File: config.mk
export PLATFORM = sky130hd
export DESIGN_NAME = ext_bus_timer
export DESIGN_NICKNAME = d
export VERILOG_FILES = /design/src/rtl/ebt_pkg.sv /design/src/rtl/ebt_code_decode.sv /design/src/rtl/ebt_cfg_bank.sv /design/src/rtl/ebt_seq.sv /design/src/rtl/ext_bus_timer.sv
export SDC_FILE = /design/constraint.sdc
export NUM_CORES = 1
export LEC_CHECK = 0
export BUFFER_PORTS_ARGS = -buffer_cell sky130_fd_sc_hd__buf_2
export CAP_MARGIN = 20
export CORE_AREA = 2 2 103 105
export DETAILED_ROUTE_END_ITERATION = 8
export DIE_AREA = 0 0 105 107
export PLACE_DENSITY = 0.57
export REMOVE_ABC_BUFFERS = 1
export SLEW_MARGIN = 20
export SYNTH_ARGS = -nofsm -noshare
export SYNTH_HDL_FRONTEND = slang
export SYNTH_SLANG_ARGS = --single-unit
File: constraint.sdc
create_clock -name clk -period 7.5 [get_ports clk]
set_input_delay 1.5 -clock clk [delete_from_list [all_inputs] [get_ports clk]]
set_output_delay 1.5 -clock clk [all_outputs]
set_load 0.05 [all_outputs]
File: src/rtl/ebt_pkg.sv
// Package: shared widths, reset value and sequencer state for the
// external bus cycle timing generator.
package ebt_pkg;
    localparam int CNT_W    = 3;      // holds counts up to 6 minus one
    localparam int CODE_W   = 5;      // timing code field width
    localparam int CFG_W    = 6;      // implemented bits of a timing byte
    localparam int REC_BIT  = 5;      // recovery request bit position
    localparam logic [CFG_W-1:0] CFG_RESET = 6'b000011;

    typedef enum logic [2:0] {
        ST_IDLE,
        ST_SETUP,
        ST_STROBE,
        ST_RECOV,
        ST_INNER,
        ST_DONE
    } ebt_state_e;
endpackage

File: src/rtl/ebt_code_decode.sv
// Timing code decoder: turns a sparse 5-bit code into a setup count and a
// strobe-low count. Unsupported codes fall back to 1+3 and report illegal.
// Assumes: purely combinational, no state.
module ebt_code_decode
    import ebt_pkg::*;
(
    input  logic [CODE_W-1:0] code,
    output logic [CNT_W-1:0]  setup,
    output logic [CNT_W-1:0]  low,
    output logic              legal
);
    logic [1:0] grp;
    logic [2:0] len;

    // Split the code: upper bits pick the setup group, lower bits the width.
    always_comb begin
        grp = code[4:3];
        len = code[2:0];
        unique case (grp)
            2'd0:    legal = (len >= 3'd1) && (len <= 3'd6);
            2'd1:    legal = (len >= 3'd2) && (len <= 3'd5);
            2'd2:    legal = (len >= 3'd3) && (len <= 3'd6);
            default: legal = 1'b0;
        endcase
        if (legal) begin
            setup = CNT_W'(grp) + CNT_W'(1);
            low   = CNT_W'(len);
        end else begin
            setup = CNT_W'(1);
            low   = CNT_W'(3);
        end
    end
endmodule

File: src/rtl/ebt_cfg_bank.sv
// Timing byte bank: one six-bit register per external space, a read mux and
// the sticky unsupported-code flag.
// Assumes: N_SPACE is a power of two so cfg_sel covers exactly the spaces.
module ebt_cfg_bank
    import ebt_pkg::*;
#(
    parameter int N_SPACE = 4,
    localparam int SEL_W  = $clog2(N_SPACE)
) (
    input  logic                          clk,
    input  logic                          rst_n,
    input  logic                          cfg_we,
    input  logic [SEL_W-1:0]              cfg_sel,
    input  logic [CFG_W-1:0]              cfg_wdata,
    output logic [N_SPACE-1:0][CFG_W-1:0] cfg_q,
    output logic [7:0]                    cfg_rdata,
    output logic                          cfg_err
);
    logic [CNT_W-1:0] wr_setup;
    logic [CNT_W-1:0] wr_low;
    logic             wr_legal;
    logic             unused_wr_counts;

    ebt_code_decode u_wr_check (
        .code  (cfg_wdata[CODE_W-1:0]),
        .setup (wr_setup),
        .low   (wr_low),
        .legal (wr_legal)
    );
    assign unused_wr_counts = ^{wr_setup, wr_low};

    for (genvar gi = 0; gi < N_SPACE; gi++) begin : g_byte
        // Hold one space's timing byte; load it when that space is written.
        always_ff @(posedge clk) begin
            if (!rst_n) begin
                cfg_q[gi] <= CFG_RESET;
            end else if (cfg_we && (cfg_sel == SEL_W'(gi))) begin
                cfg_q[gi] <= cfg_wdata;
            end
        end
    end

    // Sticky flag: set by a write of an unsupported code, cleared by reset.
    always_ff @(posedge clk) begin
        if (!rst_n) begin
            cfg_err <= 1'b0;
        end else if (cfg_we && !wr_legal) begin
            cfg_err <= 1'b1;
        end
    end

    // Read mux: unimplemented top bits read as zero.
    always_comb begin
        cfg_rdata = {2'b00, cfg_q[cfg_sel]};
    end
endmodule

File: src/rtl/ebt_seq.sv
// Access sequencer: accepts a start while idle, latches the timing, then
// steps through setup, strobe-low, optional recovery (or an internal wait)
// and a one-cycle done state.
// Assumes: start_ok is already qualified by a legal region; setup_in,
// low_in and inner_in are at least 1.
module ebt_seq
    import ebt_pkg::*;
#(
    parameter int N_SPACE = 4,
    localparam int SEL_W  = $clog2(N_SPACE)
) (
    input  logic               clk,
    input  logic               rst_n,
    input  logic               start_ok,
    input  logic               go_ext,
    input  logic [SEL_W-1:0]   space_idx,
    input  logic               write_in,
    input  logic [CNT_W-1:0]   setup_in,
    input  logic [CNT_W-1:0]   low_in,
    input  logic               rec_in,
    input  logic [CNT_W-1:0]   inner_in,
    output logic               busy,
    output logic               done,
    output logic               rd_n,
    output logic               wr_n,
    output logic [N_SPACE-1:0] cs_n
);
    ebt_state_e       state;
    logic [CNT_W-1:0] cnt;
    logic [CNT_W-1:0] low_q;
    logic             rec_q;
    logic             wr_q;
    logic [SEL_W-1:0] idx_q;

    // Main state machine with a shared down-counter for every phase.
    always_ff @(posedge clk) begin
        if (!rst_n) begin
            state <= ST_IDLE;
            cnt   <= '0;
            low_q <= '0;
            rec_q <= 1'b0;
            wr_q  <= 1'b0;
            idx_q <= '0;
        end else begin
            unique case (state)
                ST_IDLE: begin
                    if (start_ok) begin
                        low_q <= low_in;
                        rec_q <= rec_in;
                        wr_q  <= write_in;
                        idx_q <= space_idx;
                        if (go_ext) begin
                            state <= ST_SETUP;
                            cnt   <= setup_in - CNT_W'(1);
                        end else begin
                            state <= ST_INNER;
                            cnt   <= inner_in - CNT_W'(1);
                        end
                    end
                end
                ST_SETUP: begin
                    if (cnt == '0) begin
                        state <= ST_STROBE;
                        cnt   <= low_q - CNT_W'(1);
                    end else begin
                        cnt <= cnt - CNT_W'(1);
                    end
                end
                ST_STROBE: begin
                    if (cnt == '0) begin
                        state <= rec_q ? ST_RECOV : ST_DONE;
                    end else begin
                        cnt <= cnt - CNT_W'(1);
                    end
                end
                ST_RECOV: state <= ST_DONE;
                ST_INNER: begin
                    if (cnt == '0) begin
                        state <= ST_DONE;
                    end else begin
                        cnt <= cnt - CNT_W'(1);
                    end
                end
                ST_DONE: state <= ST_IDLE;
                default: state <= ST_IDLE;
            endcase
        end
    end

    // Pin decode from the current phase.
    always_comb begin
        busy = (state != ST_IDLE);
        done = (state == ST_DONE);
        rd_n = !((state == ST_STROBE) && !wr_q);
        wr_n = !((state == ST_STROBE) && wr_q);
        cs_n = '1;
        if ((state == ST_SETUP) || (state == ST_STROBE)) begin
            cs_n[idx_q] = 1'b0;
        end
    end
endmodule

File: src/rtl/ext_bus_timer.sv
// External bus cycle timing generator top: timing byte bank, one decoder
// per space, region classification and the access sequencer.
// Assumes: region N_SPACE is on-chip memory, N_SPACE+1 the register area,
// and anything above is not a region.
module ext_bus_timer
    import ebt_pkg::*;
#(
    parameter int N_SPACE  = 4,
    localparam int SEL_W   = $clog2(N_SPACE),
    localparam int RGN_W   = $clog2(N_SPACE + 2)
) (
    input  logic               clk,
    input  logic               rst_n,
    input  logic               cfg_we,
    input  logic [SEL_W-1:0]   cfg_sel,
    input  logic [7:0]         cfg_wdata,
    output logic [7:0]         cfg_rdata,
    output logic               cfg_err,
    input  logic               int_wait,
    input  logic               sfr_wait,
    input  logic               req_start,
    input  logic [RGN_W-1:0]   req_region,
    input  logic               req_write,
    output logic               busy,
    output logic               done,
    output logic               rd_n,
    output logic               wr_n,
    output logic [N_SPACE-1:0] cs_n
);
    logic [N_SPACE-1:0][CFG_W-1:0] cfg_q;
    logic [N_SPACE-1:0][CNT_W-1:0] dec_setup;
    logic [N_SPACE-1:0][CNT_W-1:0] dec_low;
    logic [N_SPACE-1:0]            dec_legal;
    logic                          unused_cfg_bits;
    logic                          is_ext;
    logic                          is_int;
    logic                          is_sfr;
    logic                          start_ok;
    logic [SEL_W-1:0]              space_idx;
    logic [CNT_W-1:0]              inner_len;

    assign unused_cfg_bits = ^{cfg_wdata[7:CFG_W], dec_legal};

    ebt_cfg_bank #(.N_SPACE(N_SPACE)) u_bank (
        .clk       (clk),
        .rst_n     (rst_n),
        .cfg_we    (cfg_we),
        .cfg_sel   (cfg_sel),
        .cfg_wdata (cfg_wdata[CFG_W-1:0]),
        .cfg_q     (cfg_q),
        .cfg_rdata (cfg_rdata),
        .cfg_err   (cfg_err)
    );

    for (genvar gi = 0; gi < N_SPACE; gi++) begin : g_dec
        ebt_code_decode u_dec (
            .code  (cfg_q[gi][CODE_W-1:0]),
            .setup (dec_setup[gi]),
            .low   (dec_low[gi]),
            .legal (dec_legal[gi])
        );
    end

    // Classify the requested region and pick the on-chip wait length.
    always_comb begin
        is_ext    = (req_region < RGN_W'(N_SPACE));
        is_int    = (req_region == RGN_W'(N_SPACE));
        is_sfr    = (req_region == RGN_W'(N_SPACE + 1));
        start_ok  = req_start && (is_ext || is_int || is_sfr);
        space_idx = req_region[SEL_W-1:0];
        if (is_int) begin
            inner_len = int_wait ? CNT_W'(2) : CNT_W'(1);
        end else begin
            inner_len = sfr_wait ? CNT_W'(3) : CNT_W'(2);
        end
    end

    ebt_seq #(.N_SPACE(N_SPACE)) u_seq (
        .clk       (clk),
        .rst_n     (rst_n),
        .start_ok  (start_ok),
        .go_ext    (is_ext),
        .space_idx (space_idx),
        .write_in  (req_write),
        .setup_in  (dec_setup[space_idx]),
        .low_in    (dec_low[space_idx]),
        .rec_in    (cfg_q[space_idx][REC_BIT]),
        .inner_in  (inner_len),
        .busy      (busy),
        .done      (done),
        .rd_n      (rd_n),
        .wr_n      (wr_n),
        .cs_n      (cs_n)
    );
endmodule

==> impl_metrics.json, run 1 <==
{
  "status": "finished, final reports clean",
  "power.leakage_nw": 1.38,
  "setup_viol": 0,
  "synth_top_cell_by_area": "dfxtp_1",
  "hold_viol_final": 0,
  "wire_per_inst_um": 14.8,
  "fin_crit_sh_pct": 54.4,
  "fillers": 1096,
  "synth-main-ff-cell": "dfxtp_1",
  "hold_depth": 2,
  "rows": 37,
  "route.detailed.drc": 0,
  "seq_area_um2": 761,
  "worstSetupPathType": "in2out",
  "io_buffers": 32,
  "synth_most_common_cell": "dfxtp_1",
  "cts_setup_buffers": 0,
  "start_util_pct": 29.2,
  "clock_latency_ns": 0.29,
  "ys_ff_latch": 38,
  "path_clk_slew_ns": 0.07,
  "cts_made_buffers": 5,
  "drtPass1Iterations": 4,
  "synth_edf_count": 0,
  "synth-async-reset-ratio_pct": 0,
  "critPathMaxFanout": 10,
  "hp-class": "reg2reg",
  "clockBufferDepth": 2,
  "report.final.slew_viol_count": 0,
  "wl_um": 7370,
  "dpl.hpwl_um": 5590,
  "num_vias": 2543,
  "antenna_found_initial": 0,
  "cts.sinks": 38,
  "n_antenna_cell": 0,
  "fp.dieH_um": 107,
  "cp-start-kind": "input pin",
  "timing.final.ws_setup_ns": 3.42,
  "worstMarginPinSlew_ns": 0.668,
  "postCtsResizedCells": 0,
  "multiInputGateArea_mm2": 0.00201,
  "syn_avg_cell_area_um2": 8.74,
  "synthCells": 337,
  "core_mm2": 0.0101,
  "irDropWorstVdd_v": 0.000113,
  "htreeDepth": 2,
  "globalplace.congestion": 0.874,
  "area_growth_pct": 11.8,
  "grt_pass1_vias": 2431,
  "first_iter_violations": 123,
  "yosysTopAreaCellShare_pct": 25.8,
  "finalNetCount": 408,
  "drive_above_1_share_pct": 16.6,
  "finalClockSkew_ns": 0.00853,
  "worst-endpoint-required_ns": 6.00,
  "cts_tree": "built",
  "synth.distinct_cells": 64,
  "setup_tns_ns": 0,
  "design.die.area_mm2": 0.0112,
  "yosys-top-cells-area": "dfxtp_1 (26%), ha_1 (11%), mux2i_1 (6.8%)",
  "drv_cap": 0,
  "cts_hold_buffers": 0,
  "finalCriticalPeriod_ns": 4.08,
  "grt_start_max_net_pins": 39,
  "drtAntennaViolNets": 0,
  "yosysSeqAreaShare_pct": 25.8,
  "grt_util_all_layers_pct": 13.5,
  "pre_cts_ws_ns": 3.40,
  "syn_area_mm2": 0.00294,
  "cts-root-buf": "clkbuf_8",
  "synth_warnings": 0,
  "chipWidth_um": 105,
  "synth_common_cells": "dfxtp_1 (38), ha_1 (27), nor2b_1 (26)",
  "endpoint_kind": "primary output",
  "grt_pass1_wl_um": 12300,
  "num_io_pins": 37,
  "maxSlewHeadroom_pct": 55.3,
  "fmax_mhz": 245,
  "rsz0062_at_grt": "no",
  "via_per_inst": 5.12,
  "critPathArrivalTime_ns": 2.58,
  "worst-r2r-cell-count": 13,
  "powerDensity_mw_per_mm2": 198,
  "grt_overflow": 0
}
## power by group
group	total [W]	internal (W)	leakage, nW	switching (W)
combinational	0.000226	0.0000877	1.01	0.000139
sequential	0.000245	0.000220	0.311	0.0000248
clock	0.000179	0.000106	0.0573	0.0000728
total	0.000650	0.000414	1.38	0.000236
## final timing paths
path	from	to	slack (ns)
setup / recovery	cfg_sel[1]	cfg_rdata[0]	3.42
hold / removal	u_bank.cfg_err	u_bank.cfg_err	0.54
hold reg to reg	u_bank.cfg_err	u_bank.cfg_err	0.54
setup reg to reg	u_bank.cfg_q[10]	u_seq.cnt[1]	4.54
## per-layer routing
layer	global-route usage, %	vias to the layer above	routed length, um
li1	-	1258	-
met1	18.4	1217	3460
met2	21.9	56	3490
met3	2.31	12	301
met4	3.71	0	123
met5	0	-	0
## registers in the layout, summed over array words and instances (netlist names)
| register | count |
|---|---|
| u_seq.low_q | 3 |
| u_seq.idx_q | 2 |
| u_bank.cfg_err | 1 |
| u_seq.state | 3 |
| u_seq.cnt | 3 |
| u_seq.wr_q | 1 |
| u_seq.rec_q | 1 |
| u_bank.cfg_q | 24 |
## kinds of logic (layout without fill, tap and decap cells)
family          after synthesis  after routing  synth area share [%]
compound gates               82             82                  21.0
mux                          28             28                  12.7
other cells                   1              2                 0.127
xor+xnor                      2              2                 0.595
buf+inv                      38             61                  6.16
flops                        38             38                  25.8
fa+ha+maj                    27             27                  11.5
simple gates                121            121                  22.1
## placed cells by master (no fill, tap or decap), types with 3 or more instances in the layout
master / count
inv_1: 21
nor2b_1: 26
nor3_1: 10
clkbuf_8: 6
nor2_1: 23
o21ai_0: 14
a221oi_1: 3
nand4_1: 3
and3_1: 3
buf_2: 32
a31oi_1: 9
o22ai_1: 3
nand2b_1: 9
dfxtp_1: 38
nand3b_1: 5
o21bai_1: 3
mux4_2: 6
a21oi_1: 17
o211ai_1: 6
ha_1: 27
nand3_1: 5
mux2i_1: 20
nand2_1: 23
or3_1: 4
## cell type report
class / instances / area share (%)
inverters: 22 / 2.51
clock inverters: 1 / 0.912
flip-flops and latches: 38 / 23.1
repair buffers: 32 / 4.87
well taps: 136 / 5.17
multi-input cells: 262 / 60.9
clock buffers: 6 / 2.51
## worst max-delay path, cell delays in order
cell and delay, ns:
buf_2 0.23, mux4_1 0.61, buf_2 0.23
## metrics by stage
stage / utilization (%) / instances / hold WS (ns) / total power, W / instance area [um^2]
finish: 32.6 / 497 / 0.542 / 0.000650 / 3290
global route: 32.6 / 497 / 0.579 / 0.000693 / 3290
CTS: 32.6 / 497 / 0.543 / 0.000654 / 3290
detailed placement: 31.5 / 490 / 0.532 / 0.000474 / 3180
global placement: 31.5 / 490 / 0.507 / 0.000470 / 3180
floorplan: - / 322 / 0.490 / 0.000416 / 2850
(Power assumes the default switching activity.)
==> run 2, diff against run 1 <==
Clock period 7.5 ns to 4.1 ns, I/O delays scaled along.
==> impl_metrics.json, run 2 (synthesis results as in run 1) <==
{
  "timing.rr.start": "u_bank.cfg_q[9]",
  "wl_um": 7360,
  "fin_crit_sh_pct": 70.4,
  "min_from": "u_bank.cfg_err",
  "core_mm2": 0.0101,
  "maxSlewHeadroom_pct": 53.4,
  "via_per_inst": 5.09,
  "cts_made_buffers": 5,
  "wire_per_inst_um": 14.8,
  "clockBufferDepth": 2,
  "hold_viol_final": 0,
  "antenna_found_initial": 0,
  "fp.dieH_um": 107,
  "grt_use_met1_pct": 17.6,
  "postCtsResizedCells": 0,
  "htreeDepth": 2,
  "setup_viol": 0,
  "drive_above_1_share_pct": 16.9,
  "final_common_cell": "dfxtp_1",
  "worst-endpoint-required_ns": 4.33,
  "power.leakage_nw": 1.37,
  "cts-root-buf": "clkbuf_8",
  "status": "finished, final reports clean",
  "top_usage_layer": "met2",
  "hp-class": "reg2reg",
  "hold_depth": 2,
  "globalplace.congestion": 0.841,
  "cp-start-kind": "flop",
  "drtAntennaViolNets": 0,
  "cts_setup_buffers": 0,
  "area_growth_pct": 11.2,
  "timing.hold.ws_ns": 0.520,
  "rsz0062_at_grt": "no",
  "start_util_pct": 29.2,
  "powerDensity_mw_per_mm2": 348,
  "cts_tree": "built",
  "fmax_mhz": 346,
  "setup_tns_ns": 0,
  "top_register": "u_bank.cfg_q",
  "path_clk_slew_ns": 0.08,
  "drv_cap": 0,
  "report.final.slew_viol_count": 0,
  "worst-r2r-cell-count": 14,
  "worstMarginPinSlew_ns": 0.696,
  "worstSetupPathType": "reg2reg",
  "whs_endpoint": "u_bank.cfg_err",
  "rrSetupSlack_ns": 1.21,
  "timing.final.ws_setup_ns": 1.21,
  "finish.utilization_pct": 32.4,
  "num_vias": 2535,
  "first_iter_violations": 162,
  "gr-usage-met3_pct": 1.76,
  "grtUsageMet2_pct": 22.9,
  "irDropWorstVdd_v": 0.000152,
  "layout_common_cells": "dfxtp_1 (38), buf_2 (32), ha_1 (27)",
  "design.die.area_mm2": 0.0112,
  "cts.sinks": 38,
  "drtPass1Iterations": 5,
  "grt_start_max_net_pins": 39,
  "rows": 37,
  "io_buffers": 32,
  "grt_pass1_wl_um": 12200,
  "dpl.hpwl_um": 5580,
  "chipWidth_um": 105,
  "grt_pass1_vias": 2403,
  "critPathArrivalTime_ns": 3.12,
  "reg2reg_to": "u_seq.cnt[1]",
  "critPathMaxFanout": 6,
  "cts_hold_buffers": 0,
  "pre_cts_ws_ns": 0.948,
  "route.detailed.drc": 0,
  "largest_register_ffs": 24,
  "grt_util_all_layers_pct": 13.4,
  "n_antenna_cell": 0,
  "finalCriticalPeriod_ns": 2.89,
  "clock_latency_ns": 0.29,
  "finalNetCount": 408,
  "endpoint_kind": "flop",
  "num_io_pins": 37,
  "grt_overflow": 0,
  "finalClockSkew_ns": 0.00551
}
## run 2: worst max path at each step
stage	cells past startpoint	end	from
finish	14	u_seq.cnt[1]	u_bank.cfg_q[9]
global route	14	u_seq.cnt[1]	u_bank.cfg_q[9]
CTS	14	u_seq.cnt[1]	u_bank.cfg_q[9]
detailed placement	13	u_seq.cnt[1]	req_region[0]
global placement	13	u_seq.cnt[1]	req_region[0]
floorplan	11	u_seq.cnt[1]	req_region[0]
## run 2: area by class of cell
cell class	instances	area, um^2
well taps	136	170
flip-flops and latches	38	761
repair buffers	32	160
fillers	1113	6820
clock buffers	6	82.6
multi-input cells	262	2010
inverters	22	82.6
clock inverters	2	12.5
## run 2: metrics by stage
stage | cells | instance area (um^2) | total power (W)
2_1_floorplan | 322 | 2850 | 0.000760
3_3_place_gp | 490 | 3180 | 0.000864
3_5_place_dp | 490 | 3180 | 0.000866
4_1_cts | 498 | 3270 | 0.00114
5_1_grt | 498 | 3270 | 0.00121
6_report | 498 | 3270 | 0.00114
## run 2: worst max-delay path, cell delays in order, from the launching register on
cell      delay, ns
dfxtp_1        0.39
inv_1          0.14
ha_1           0.22
o21bai_1       0.09
a311o_1        0.41
nor2_1         0.20
a21oi_1        0.10
a221oi_1       0.33
a21oi_1        0.08
ha_1           0.31
inv_1          0.06
a21oi_1        0.06
a221oi_1       0.21
a31oi_1        0.07
a21oi_1        0.14
## run 2: power breakdown
group | internal (W) | switching [W]
Clock | 0.000135 | 0.000143
Sequential | 0.000402 | 0.0000454
Combinational | 0.000160 | 0.000252
Total | 0.000698 | 0.000440
## run 2: routing by layer
| layer | wire length (um) | up-vias | part of all wire [%] |
|---|---|---|---|
| li1 | - | 1253 | - |
| met1 | 3570 | 1220 | 48 |
| met2 | 3460 | 54 | 47 |
| met3 | 248 | 8 | 3.4 |
| met4 | 80 | 0 | 1.1 |
| met5 | 0 | - | 0 |
